File: src/rtl/gpin_event_pkg.sv
package gpin_event_pkg;
    localparam int unsigned NPIN = 8;

    typedef enum logic [1:0] {
        AUX_PWR   = 2'd0,
        AUX_VBUS  = 2'd1,
        AUX_ACT   = 2'd2,
        AUX_FRAME = 2'd3
    } aux_sel_e;
endpackage

File: src/rtl/gpin_sync.sv
module gpin_sync #(
    parameter int unsigned W = 8
) (
    input  logic         clk,
    input  logic         rst_n,
    input  logic [W-1:0] async_i,
    output logic [W-1:0] sync_o
);
    typedef struct packed {
        logic [W-1:0] s1;
        logic [W-1:0] s2;
    } sync_t;

    sync_t st_d, st_q;

    always_comb begin
        st_d    = st_q;
        st_d.s1 = async_i;
        st_d.s2 = st_q.s1;
    end

    always_ff @(posedge clk or negedge rst_n) begin
        if (!rst_n) st_q <= '0;
        else        st_q <= st_d;
    end

    assign sync_o = st_q.s2;
endmodule

File: src/rtl/gpin_req.sv
module gpin_req #(
    parameter int unsigned W = 8
) (
    input  logic         clk,
    input  logic         rst_n,
    input  logic [W-1:0] lvl_i,
    input  logic [W-1:0] pol_i,
    input  logic         clr_we_i,
    input  logic [W-1:0] clr_mask_i,
    output logic [W-1:0] hit_o,
    output logic [W-1:0] req_o
);
    typedef struct packed {
        logic [W-1:0] last;
        logic [W-1:0] req;
    } req_t;

    req_t         st_d, st_q;
    logic [W-1:0] hit;
    logic [W-1:0] wipe;

    for (genvar i = 0; i < W; i++) begin : g_edge
        assign hit[i] = pol_i[i] ? (lvl_i[i] & ~st_q.last[i])
                                 : (~lvl_i[i] & st_q.last[i]);
    end

    assign wipe = clr_we_i ? clr_mask_i : '0;

    always_comb begin
        st_d      = st_q;
        st_d.last = lvl_i;
        st_d.req  = (st_q.req & ~wipe) | hit;
    end

    always_ff @(posedge clk or negedge rst_n) begin
        if (!rst_n) st_q <= '0;
        else        st_q <= st_d;
    end

    assign hit_o = hit;
    assign req_o = st_q.req;
endmodule

File: src/rtl/gpin_aux.sv
module gpin_aux
    import gpin_event_pkg::*;
#(
    parameter int unsigned W = 8
) (
    input  logic         clk,
    input  logic         rst_n,
    input  logic [W-1:0] req_i,
    input  logic [W-1:0] en_i,
    input  logic         sep_irq_i,
    input  logic         irq_level_i,
    input  logic         irq_pos_i,
    input  logic [1:0]   sel_i,
    input  logic         pwr_ok_i,
    input  logic         vbus_det_i,
    input  logic         bus_act_i,
    input  logic         frame_stb_i,
    output logic         aux_o,
    output logic         main_src_o
);
    typedef struct packed {
        logic         sq;
        logic [W-1:0] seen;
        logic         pulse;
    } aux_t;

    aux_t         st_d, st_q;
    logic [W-1:0] live;
    logic         pend;
    logic         irq2;

    assign live = req_i & en_i;
    assign pend = |live;

    always_comb begin
        st_d       = st_q;
        st_d.sq    = st_q.sq ^ frame_stb_i;
        st_d.seen  = live;
        st_d.pulse = |(live & ~st_q.seen);
    end

    always_ff @(posedge clk or negedge rst_n) begin
        if (!rst_n) st_q <= '0;
        else        st_q <= st_d;
    end

    always_comb begin
        if (irq_level_i) irq2 = ~pend;
        else             irq2 = irq_pos_i ? st_q.pulse : ~st_q.pulse;
    end

    always_comb begin
        unique case (aux_sel_e'(sel_i))
            AUX_PWR:   aux_o = pwr_ok_i;
            AUX_VBUS:  aux_o = vbus_det_i;
            AUX_ACT:   aux_o = sep_irq_i ? irq2 : bus_act_i;
            AUX_FRAME: aux_o = st_q.sq;
            default:   aux_o = 1'b0;
        endcase
    end

    assign main_src_o = pend & ~sep_irq_i;
endmodule

File: src/rtl/gpin_event_aux.sv
module gpin_event_aux
    import gpin_event_pkg::*;
(
    input  logic            clk,
    input  logic            rst_n,
    input  logic [NPIN-1:0] pin_i,
    input  logic [NPIN-1:0] pol_i,
    input  logic [NPIN-1:0] en_i,
    input  logic            clr_we_i,
    input  logic [NPIN-1:0] clr_mask_i,
    input  logic [1:0]      sel_i,
    input  logic            sep_irq_i,
    input  logic            irq_level_i,
    input  logic            irq_pos_i,
    input  logic            pwr_ok_i,
    input  logic            vbus_det_i,
    input  logic            bus_act_i,
    input  logic            frame_stb_i,
    output logic            aux_o,
    output logic            main_src_o,
    output logic [NPIN-1:0] req_o
);
    logic [NPIN-1:0] pin_sync;
    logic [NPIN-1:0] edge_hit;

    gpin_sync #(.W(NPIN)) u_sync (
        .clk     (clk),
        .rst_n   (rst_n),
        .async_i (pin_i),
        .sync_o  (pin_sync)
    );

    gpin_req #(.W(NPIN)) u_req (
        .clk        (clk),
        .rst_n      (rst_n),
        .lvl_i      (pin_sync),
        .pol_i      (pol_i),
        .clr_we_i   (clr_we_i),
        .clr_mask_i (clr_mask_i),
        .hit_o      (edge_hit),
        .req_o      (req_o)
    );

    gpin_aux #(.W(NPIN)) u_aux (
        .clk         (clk),
        .rst_n       (rst_n),
        .req_i       (req_o),
        .en_i        (en_i),
        .sep_irq_i   (sep_irq_i),
        .irq_level_i (irq_level_i),
        .irq_pos_i   (irq_pos_i),
        .sel_i       (sel_i),
        .pwr_ok_i    (pwr_ok_i),
        .vbus_det_i  (vbus_det_i),
        .bus_act_i   (bus_act_i),
        .frame_stb_i (frame_stb_i),
        .aux_o       (aux_o),
        .main_src_o  (main_src_o)
    );
endmodule

File: config.mk
export PLATFORM = sky130hd
export DESIGN_NAME = gpin_event_aux
export DESIGN_NICKNAME = d
export VERILOG_FILES = /design/src/rtl/gpin_event_pkg.sv /design/src/rtl/gpin_sync.sv /design/src/rtl/gpin_req.sv /design/src/rtl/gpin_aux.sv /design/src/rtl/gpin_event_aux.sv
export SDC_FILE = /design/constraint.sdc
export NUM_CORES = 1
export LEC_CHECK = 0
export ABC_AREA = 0
export BUFFER_PORTS_ARGS = -buffer_cell sky130_fd_sc_hd__buf_4
export CORE_MARGIN = 1.5
export CORE_UTILIZATION = 48
export DETAILED_ROUTE_END_ITERATION = 16
export HOLD_SLACK_MARGIN = 0.1
export PLACE_DENSITY = 0.78
export RECOVER_POWER = 25
export SYNTH_ARGS = -nofsm -noshare
export SYNTH_HDL_FRONTEND = slang
export SYNTH_SLANG_ARGS = --single-unit
File: constraint.sdc
create_clock -name clk -period 1.84 [get_ports clk]
set_clock_uncertainty 0.2 [all_clocks]
set_input_delay 0.276 -clock clk [delete_from_list [all_inputs] [get_ports clk]]
set_output_delay 0.276 -clock clk [all_outputs]
set_load 0.02 [all_outputs]
# After elaboration in Yosys (flattened, before gate mapping)
# Cells that the tools add are included.
# classes
eq_ne,3
muxes,13
bitwise_logic,43
reduce_logical,3
# op_table
operator,count
8-bit bitwise AND,3
1-bit inverter,19
1-bit bitwise AND,17
8-bit inverter,2
8-bit OR reduction,2
1-bit two-way mux,11
8-bit two-way mux,1
8-bit bitwise OR,1
"2-bit == test, second input constant",2
1-bit case mux with 4 select lines,1
"2-bit by 1-bit == test with 1-bit output, second input constant",1
2-bit logical NOT,1
1-bit XOR,1
# word_totals
reg_bits,42
input_bits,44
output_inout_bits,10
word_cells,69

# Logic depth before layout (Yosys ltp)
# Gate-level depths: netlist of run 1.
# depth
ltp_word,6
ltp_mapped,4
ltp_nobuf,4

# Cells and area by module
# Synthesis of run 1 repeated with hierarchy kept, for this count alone.
# hier_totals
hier_cells,127
area_unflattened_um2,1599.0
# by_module_without_submodules
module,n_inst,cells_per_inst,area_per_inst_um2
gpin_req,1,65,747.0
gpin_aux,1,46,451.7
gpin_sync,1,16,400.4

# Worst setup path after synthesis of run 1
# Ideal clock, no wire load.
# synth_timing
path_type,register to output
startpoint,"reg u_req.st_q, in the netlist u_req.req_o[4]"
endpoint,out aux_o
arrival_ns,1.274
required_ns,1.364
setup_slack_ns,0.090
path_stages_with_launch,5
cell_sequence,dfrtp_1 > nand2_2 > nand4_1 > or3_1 > a21oi_1
# synth_via
elab_chain_len,6
# synth_rtl
element,line,text
start: declaration,gpin_req.sv:18,"req_t st_d, st_q;"
start signal: assignment,gpin_req.sv:37,else st_q <= st_d;
8-bit bitwise AND,gpin_aux.sv:32,assign live = req_i & en_i;
8-bit OR reduction,gpin_aux.sv:33,assign pend = |live;
1-bit inverter,gpin_aux.sv:48,if (irq_level_i) irq2 = ~pend;
1-bit two-way mux,gpin_aux.sv:48,
1-bit two-way mux,gpin_aux.sv:56,AUX_ACT: aux_o = sep_irq_i ? irq2 : bus_act_i;
1-bit case mux with 4 select lines,gpin_aux.sv:53,unique case (aux_sel_e'(sel_i))
end: declaration,gpin_event_aux.sv:19,"output logic aux_o,"
# Every way passes these cells.

# Worst setup path in the final report of run 1
# layout_timing
startpoint,"reg u_req.st_q, in the netlist u_req.req_o[6]"
endpoint,out aux_o
# The elaborated chain is that of the path after synthesis.

==> metrics.md, run 1 <==
| Metric | Value |
|---|---|
| Status | finished, violations left |
| Failing checks | setup timing |
| Setup-failing EPs final | 2 |
| Vias | 1270 |
| Setup CP Type | reg -> out |
| Seq cells post-synth | 42 |
| Sequential Power Share | 0.542 |
| Root Driver | clkbuf_4 |
| WL/cell | roughly 13 um |
| Crit-path max cell delay | 420 ps |
| Number of max-cap violations | 0 |
| Post-Route WL | 3.35 mm |
| Slowest cell on the critical path | dfrtp_1 |
| Htree depth | 2 |
| TritonRoute pass-1 iters | 4 |
| Crit path time final | between 2000 and 2500 ps |
| Clk pwr share | 0.233 |
| Warnings from Yosys | 0 |
| Final Slew Violations | 0 |
| Total Nets Final | 265 |
| Crit path buf inv count | 1 |
| Library cells used by synthesis | 19 |
| Mapped cell area | 0.00151 mm^2 |
| Core area | about 0.003 mm^2 |
| DR vias/cell | 4.77 |
| Int Pwr | between 0.001 and 0.0015 W |
| Worst VDD drop | 570 uV |
| Number of synthesized flops with an enable pin | 0 |
| Final WS setup | -278 ps |
| Setup slack at placement | 76.4 ps |
| Worst hold path class | in -> reg |
| RSZ-0062 raised after global routing | yes |
| Vias in the first global route | between 1000 and 1500 |
| Switching Share | 0.255 |
| Worst EP arrival | 1640 ps |
| Startpoint type of the worst setup path | flop |
| Layout cell share with drive strength beyond 1 | 0.356 |
| CTS tree | yes |
| Num ports | 54 |
| Sink Count | 42 |
| Crit-path max FO | 3 |
| Layout area overhead | 57.2% |
| Num CTS Buffers | 5 |
| Register area share after synthesis | 0.698 |
| Diodes inserted | 0 |
| Min Hold Slack | 110 ps |
| # DRC | 0 |
| Post-synth ARST share | 1.00 |
| HPWL Detailed | around 2.1 mm |
| P_sw | 0.000496 W |
| Final count of hold timing violations | 0 |
| Die Area | roughly 0.0035 mm^2 |
| Die W | 59.0 um |
| Die height | 59.0 um |
| FMAX | 0.472 GHz |
| Setup TNS Final | -325 ps |
| Clock transition at path regs | 110 ps |
| Data required, critical path | approximately 1400 ps |
| Power per cell area | 821 mW/mm^2 |
| CTS max path bufs | 2 |
| Grt total ovfl | 0 |
| Crit. End Element | primary output |
| Initial Utilization | 0.498 |
| Rel. slew slack | 0.661 |
| Number of rows in the core area | 20 |
| Syn nets | 171 |
| Logic pwr share | 0.225 |
| Fill count | ~190 |
| Avg Cell Area, Syn | 11.9 um^2 |
| Buffers on Ports | 53 |
| Worst path cell trace | nand2_2, nand4_1, or3_1, a21oi_1, buf_4 |
| Cell taking the most area after synthesis | dfrtp_1 |
| Commonest non-fill, non-tap cell in the layout | buf_4 |
| Dominant delay contributor by cell family on the critical path | simple AND/OR/NAND/NOR gates |
| Cells after Synth | ~130 |
| Worst-Margin Slew | slightly above 500 ps |
| Post-DRT Antenna Nets | 0 |
| Proportion of netlist area held by the largest area contributor | 0.698 |
| Commonest non-fill, non-tap cells in the layout | 57 x buf_4, 42 x dfrtp_1, 33 x dlygate4sd3_1 |
| Period utilisation layout | 1.15 |
| Leakage | 1.16 nW |
| Clk_lat worst skew | 330 ps |
| Initial antenna violation count | 0 |
| GRT Total Usage | 0.221 |
| Gp weighted congestion | 0.656 |
| Top cells by area, synth | dfrtp_1 70%, nand2_1 5.2%, a22oi_1 4.0% |
| Prevailing post-synth register cell | dfrtp_1 |
| Largest net degree at the start of global routing | 43 |
| First-pass GRT wire length | 5.69 mm |
| 1st-iter DRT viols | 37 |
-- per-layer routing --
metal	GRT usage	vias to the layer above	part of all wire	wire length, um
met5	0	-	0	0
met4	0.0714	0	0.0096	32
met3	0.0568	4	0.047	157
met2	0.406	43	0.55	1830
met1	0.248	620	0.39	1320
li1	-	603	-	-
-- state kept, by name (all words and copies together), names as in the netlist --
signal / flops
u_aux.st_q: 10
u_req.req_o: 8
u_req.st_q: 8
u_sync.st_d: 8
u_sync.sync_o: 8
-- logic make-up after synthesis --
group                  synth area share
XOR/XNOR                         0.0116
AND/OR/NAND/NOR                   0.130
flip-flops                        0.698
buffers and inverters            0.0623
multiplexers                    0.00747
AO/OA/AOI/OAI                    0.0905
-- final timing paths --
check / from / end / slack, ps / cells after the start
setup / recovery: u_req.req_o[6]$_DFF_PN0_ / aux_o / -280 / 5
hold / removal: clr_mask_i[0] / u_req.req_o[0]$_DFF_PN0_ / 110 / 4
setup reg to reg: u_req.req_o[5]$_DFF_PN0_ / u_req.req_o[5]$_DFF_PN0_ / 110 / 4
hold reg to reg: u_sync.st_d[1]$_DFF_PN0_ / u_sync.sync_o[1]$_DFF_PN0_ / 160 / 0
max in group asynchronous: rst_n / u_sync.sync_o[5]$_DFF_PN0_ / 830 / 2
min in group asynchronous: rst_n / u_req.st_q[13]$_DFF_PN0_ / 250 / 2
-- tightest hold or removal path: stages --
cell and delay (ps):
buf_4 110, nand2_1 60, a22oi_1 80, o21ai_0 80
-- power by group through the flow --
stage               Sequential (W)  Combinational (W)  Clock (W)
floorplan                  0.00106           0.000172          0
detailed placement         0.00107           0.000297          0
global placement           0.00107           0.000286          0
finish                     0.00105           0.000437   0.000454
CTS                        0.00105           0.000427   0.000475
global route               0.00107           0.000481   0.000515
-- metrics by stage --
step	power, W	util	area [um^2]	cells
3_3_place_gp	0.00136	0.626	1900	215
2_1_floorplan	0.00123	-	1510	127
3_5_place_dp	0.00137	0.626	1900	215
4_1_cts	0.00195	0.776	2350	264
5_1_grt	0.00206	0.782	2370	266
6_report	0.00195	0.782	2370	266
-- what timing repair did --
action | 4_1_cts | 5_1_grt
setup endpoints to repair | 2 | 2
gates resized for setup | 2 | 1
cloned | 0 | 0
setup buffers | 8 | 2
hold buffers | 33 | 0
pin swaps | 1 | 3
endpoints found under the hold margin | 67 | 0
-- area by class of cell --
| cell class | instances | area (um^2) | area share |
|---|---|---|---|
| Multi-Input combinational cell | 68 | 369 | 0.156 |
| Timing Repair Buffer | 96 | 803 | 0.339 |
| Clock buffer | 7 | 55.1 | 0.0232 |
| Sequential cell | 42 | 1050 | 0.444 |
| Tap cell | 44 | 55.1 | 0.0232 |
| Inverter | 8 | 30.0 | 0.0127 |
| Clock inverter | 1 | 5.00 | 0.00211 |
-- cell usage after synthesis, drive strengths merged (2+ instances only) --
cell   count
dfrtp     42
nand2     26
nor2      10
a22oi      8
buf        8
inv        8
o21ai      8
o22ai      5
nand4      2
xor2       2
(Power assumes the default switching activity.)
==> run 2, diff against run 1 <==
--- a/config.mk
+++ b/config.mk
@@ -7,11 +7,10 @@
 export LEC_CHECK = 0
 export ABC_AREA = 0
 export BUFFER_PORTS_ARGS = -buffer_cell sky130_fd_sc_hd__buf_4
-export CORE_MARGIN = 1.5
-export CORE_UTILIZATION = 48
+export CORE_MARGIN = 2
+export CORE_UTILIZATION = 30
 export DETAILED_ROUTE_END_ITERATION = 16
 export HOLD_SLACK_MARGIN = 0.1
-export PLACE_DENSITY = 0.78
 export RECOVER_POWER = 25
 export SYNTH_ARGS = -nofsm -noshare
 export SYNTH_HDL_FRONTEND = slang
==> metrics.md, run 2 (synthesis results as in run 1) <==
| Metric | Value |
|---|---|
| Status | finished, violations left |
| Failing checks | setup timing |
| Non-filler instance count after layout | 280 |
| HPWL Detailed | 2.06 mm |
| TritonRoute pass-1 iters | 5 |
| Die Area | between 0.005 and 0.006 mm^2 |
| Crit path from | u_req.req_o[6]$_DFF_PN0_ |
| Area of the multi-input gates | about 380 um^2 |
| Crit. End Element | primary output |
| Number of rows in the core area | 25 |
| Largest reg by FF count | u_aux.st_q |
| Core area | 0.00479 mm^2 |
| FMAX | 0.493 GHz |
| Crit path time final | 2030 ps |
| Layout cell share with drive strength beyond 1 | 0.390 |
| Largest net degree at the start of global routing | 43 |
| Sequential Power Share | 0.515 |
| Die height | ~75 um |
| Initial Utilization | 0.315 |
| Crit-path max cell delay | between 300 and 400 ps |
| Switching Share | 0.248 |
| GRT Total Usage | 0.113 |
| Worst hold path class | in -> reg |
| Number of max-cap violations | 0 |
| Post-Route WL | about 3 mm |
| Worst VDD drop | 534 uV |
| Overall power | 0.00204 W |
| CTS max path bufs | 2 |
| Register area | 0.00105 mm^2 |
| Met1 WL | ~1.2 mm |
| Clock transition at path regs | 70 ps |
| Critical Path Sink | aux_o |
| Initial antenna violation count | 0 |
| Die W | 74.9 um |
| Commonest non-fill, non-tap cell in the layout | buf_4 |
| Total Nets Final | 256 |
| 1st-iter DRT viols | 33 |
| Final count of hold timing violations | 0 |
| Worst r2r dst | u_aux.st_q[0]$_DFF_PN0_ |
| Sink Count | 42 |
| Clk pwr share | 0.293 |
| R2R depth | 4 |
| Power per cell area | 872 mW/mm^2 |
| Startpoint type of the worst setup path | flop |
| Leakage | roughly 1.1 nW |
| Vias | 1203 |
| Min Hold Slack | about 110 ps |
| Worst EP arrival | around 1600 ps |
| Commonest non-fill, non-tap cells in the layout | 64 x buf_4, 42 x dfrtp_1, 22 x dlygate4sd3_1 |
| Worst path cell trace | nand2_2, nand4_1, or3_4, a21oi_2, buf_4 |
| Buffers on Ports | 53 |
| Diodes inserted | 0 |
| DR vias/cell | 4.30 |
| Num CTS Buffers | 5 |
| Crit-path max FO | 2 |
| CP Depth | 5 |
| Post-DRT Antenna Nets | 0 |
| Layout area overhead | 55.5% |
| Int Pwr | 0.00154 W |
| Setup CP Type | reg -> out |
| Routed wl met3 | between 150 and 200 um |
| Num ports | 54 |
| RSZ-0062 raised after global routing | yes |
| Dpl cells | ~240 |
| Rel. slew slack | 0.663 |
| Slowest cell on the critical path | dfrtp_1 |
| Data required, critical path | 1360 ps |
| WL/cell | 10.6 um |
| Gp weighted congestion | ~0.71 |
| Clk_lat worst skew | 290 ps |
| Logic pwr share | 0.192 |
| Vias in the first global route | 1104 |
| Worst R2R Setup Slack | 370 ps |
| Worst-Margin Slew | 506 ps |
| Crit path buf inv count | 1 |
| Root Driver | clkbuf_8 |
| Period utilisation layout | 1.10 |
| # DRC | 0 |
| P_sw | ~0.0005 W |
| Dominant delay contributor by cell family on the critical path | simple AND/OR/NAND/NOR gates |
| Setup TNS Final | -189 ps |
| Fill count | around 430 |
| Max reg flops | 10 |
| First-pass GRT wire length | 4.70 mm |
| Setup-failing EPs final | 1 |
| CTS tree | yes |
| Top Metal Used | met4 |
| Final Slew Violations | 0 |
| DR WL met2 | 1.52 mm |
| Final WS setup | -189 ps |
| R2R Path Start | u_req.req_o[6]$_DFF_PN0_ |
| Grt total ovfl | 0 |
| Htree depth | 2 |
## run 2: changes by cell type in the layout (fill, tap and decap cells not counted)
cell | previous run | this run
a21oi_1 | 1 | 0
a21oi_2 | 0 | 1
buf_4 | 57 | 64
or3_4 | 0 | 1
or3_1 | 1 | 0
dlygate4sd3_1 | 33 | 22
clkbuf_4 | 11 | 1
clkbuf_8 | 1 | 6
## run 2: final cells by class
type / instances / area share
Tap cell: 67 / 0.0358
Inverter: 8 / 0.0128
Sequential cell: 42 / 0.449
Timing Repair Buffer: 87 / 0.302
Clock buffer: 7 / 0.0369
Clock inverter: 1 / 0.00214
Multi-Input combinational cell: 68 / 0.161
## run 2: power by group through the flow
stage	Combinational (W)	Clock, W	Sequential (W)
4_1_cts	0.000386	0.000619	0.00105
6_report	0.000392	0.000598	0.00105
5_1_grt	0.000432	0.000652	0.00106
3_3_place_gp	0.000303	0	0.00107
2_1_floorplan	0.000172	0	0.00106
3_5_place_dp	0.000307	0	0.00107
## run 2: how the worst min path moves through the flow
stage,cells after the start,end,slack [ps],from
4_1_cts,4,u_req.req_o[3]$_DFF_PN0_,110,clr_mask_i[3]
6_report,4,u_aux.st_q[8]$_DFF_PN0_,110,en_i[7]
5_1_grt,4,u_req.req_o[3]$_DFF_PN0_,120,clr_mask_i[3]
3_5_place_dp,1,u_sync.st_d[0]$_DFF_PN0_,90,rst_n
2_1_floorplan,0,u_aux.st_q[0]$_DFF_PN0_,-220,rst_n
3_3_place_gp,1,u_sync.st_d[0]$_DFF_PN0_,90,rst_n
## run 2: per-layer routing
layer	vias to the layer above	track usage
li1	580	-
met4	0	0.0536
met3	8	0.0335
met2	41	0.195
met1	574	0.128
met5	-	0
## run 2: metrics by stage
step | cell area [um^2] | util | setup slack, ps
3_5_place_dp | 1950 | 0.407 | 84.4
5_1_grt | 2340 | 0.489 | -289
4_1_cts | 2310 | 0.483 | -204
3_3_place_gp | 1950 | 0.407 | 73.8
2_1_floorplan | 1510 | - | 89.9
6_report | 2340 | 0.489 | -189
## run 2: what timing repair did
action / 4_1_cts / 5_1_grt
gates cloned: 0 / 0
setup endpoints to repair: 1 / 1
pin swaps: 2 / 6
gates resized for setup: 0 / 5
setup buffers: 7 / 2
endpoints found under the hold margin: 63 / 0
hold buffers: 22 / 0
## run 2: worst reg2reg max path, cell delays in order (launching register included)
cell	delay (ps)
dfrtp_1	390
nand2_2	80
buf_4	110
o22ai_1	60
or4_1	510
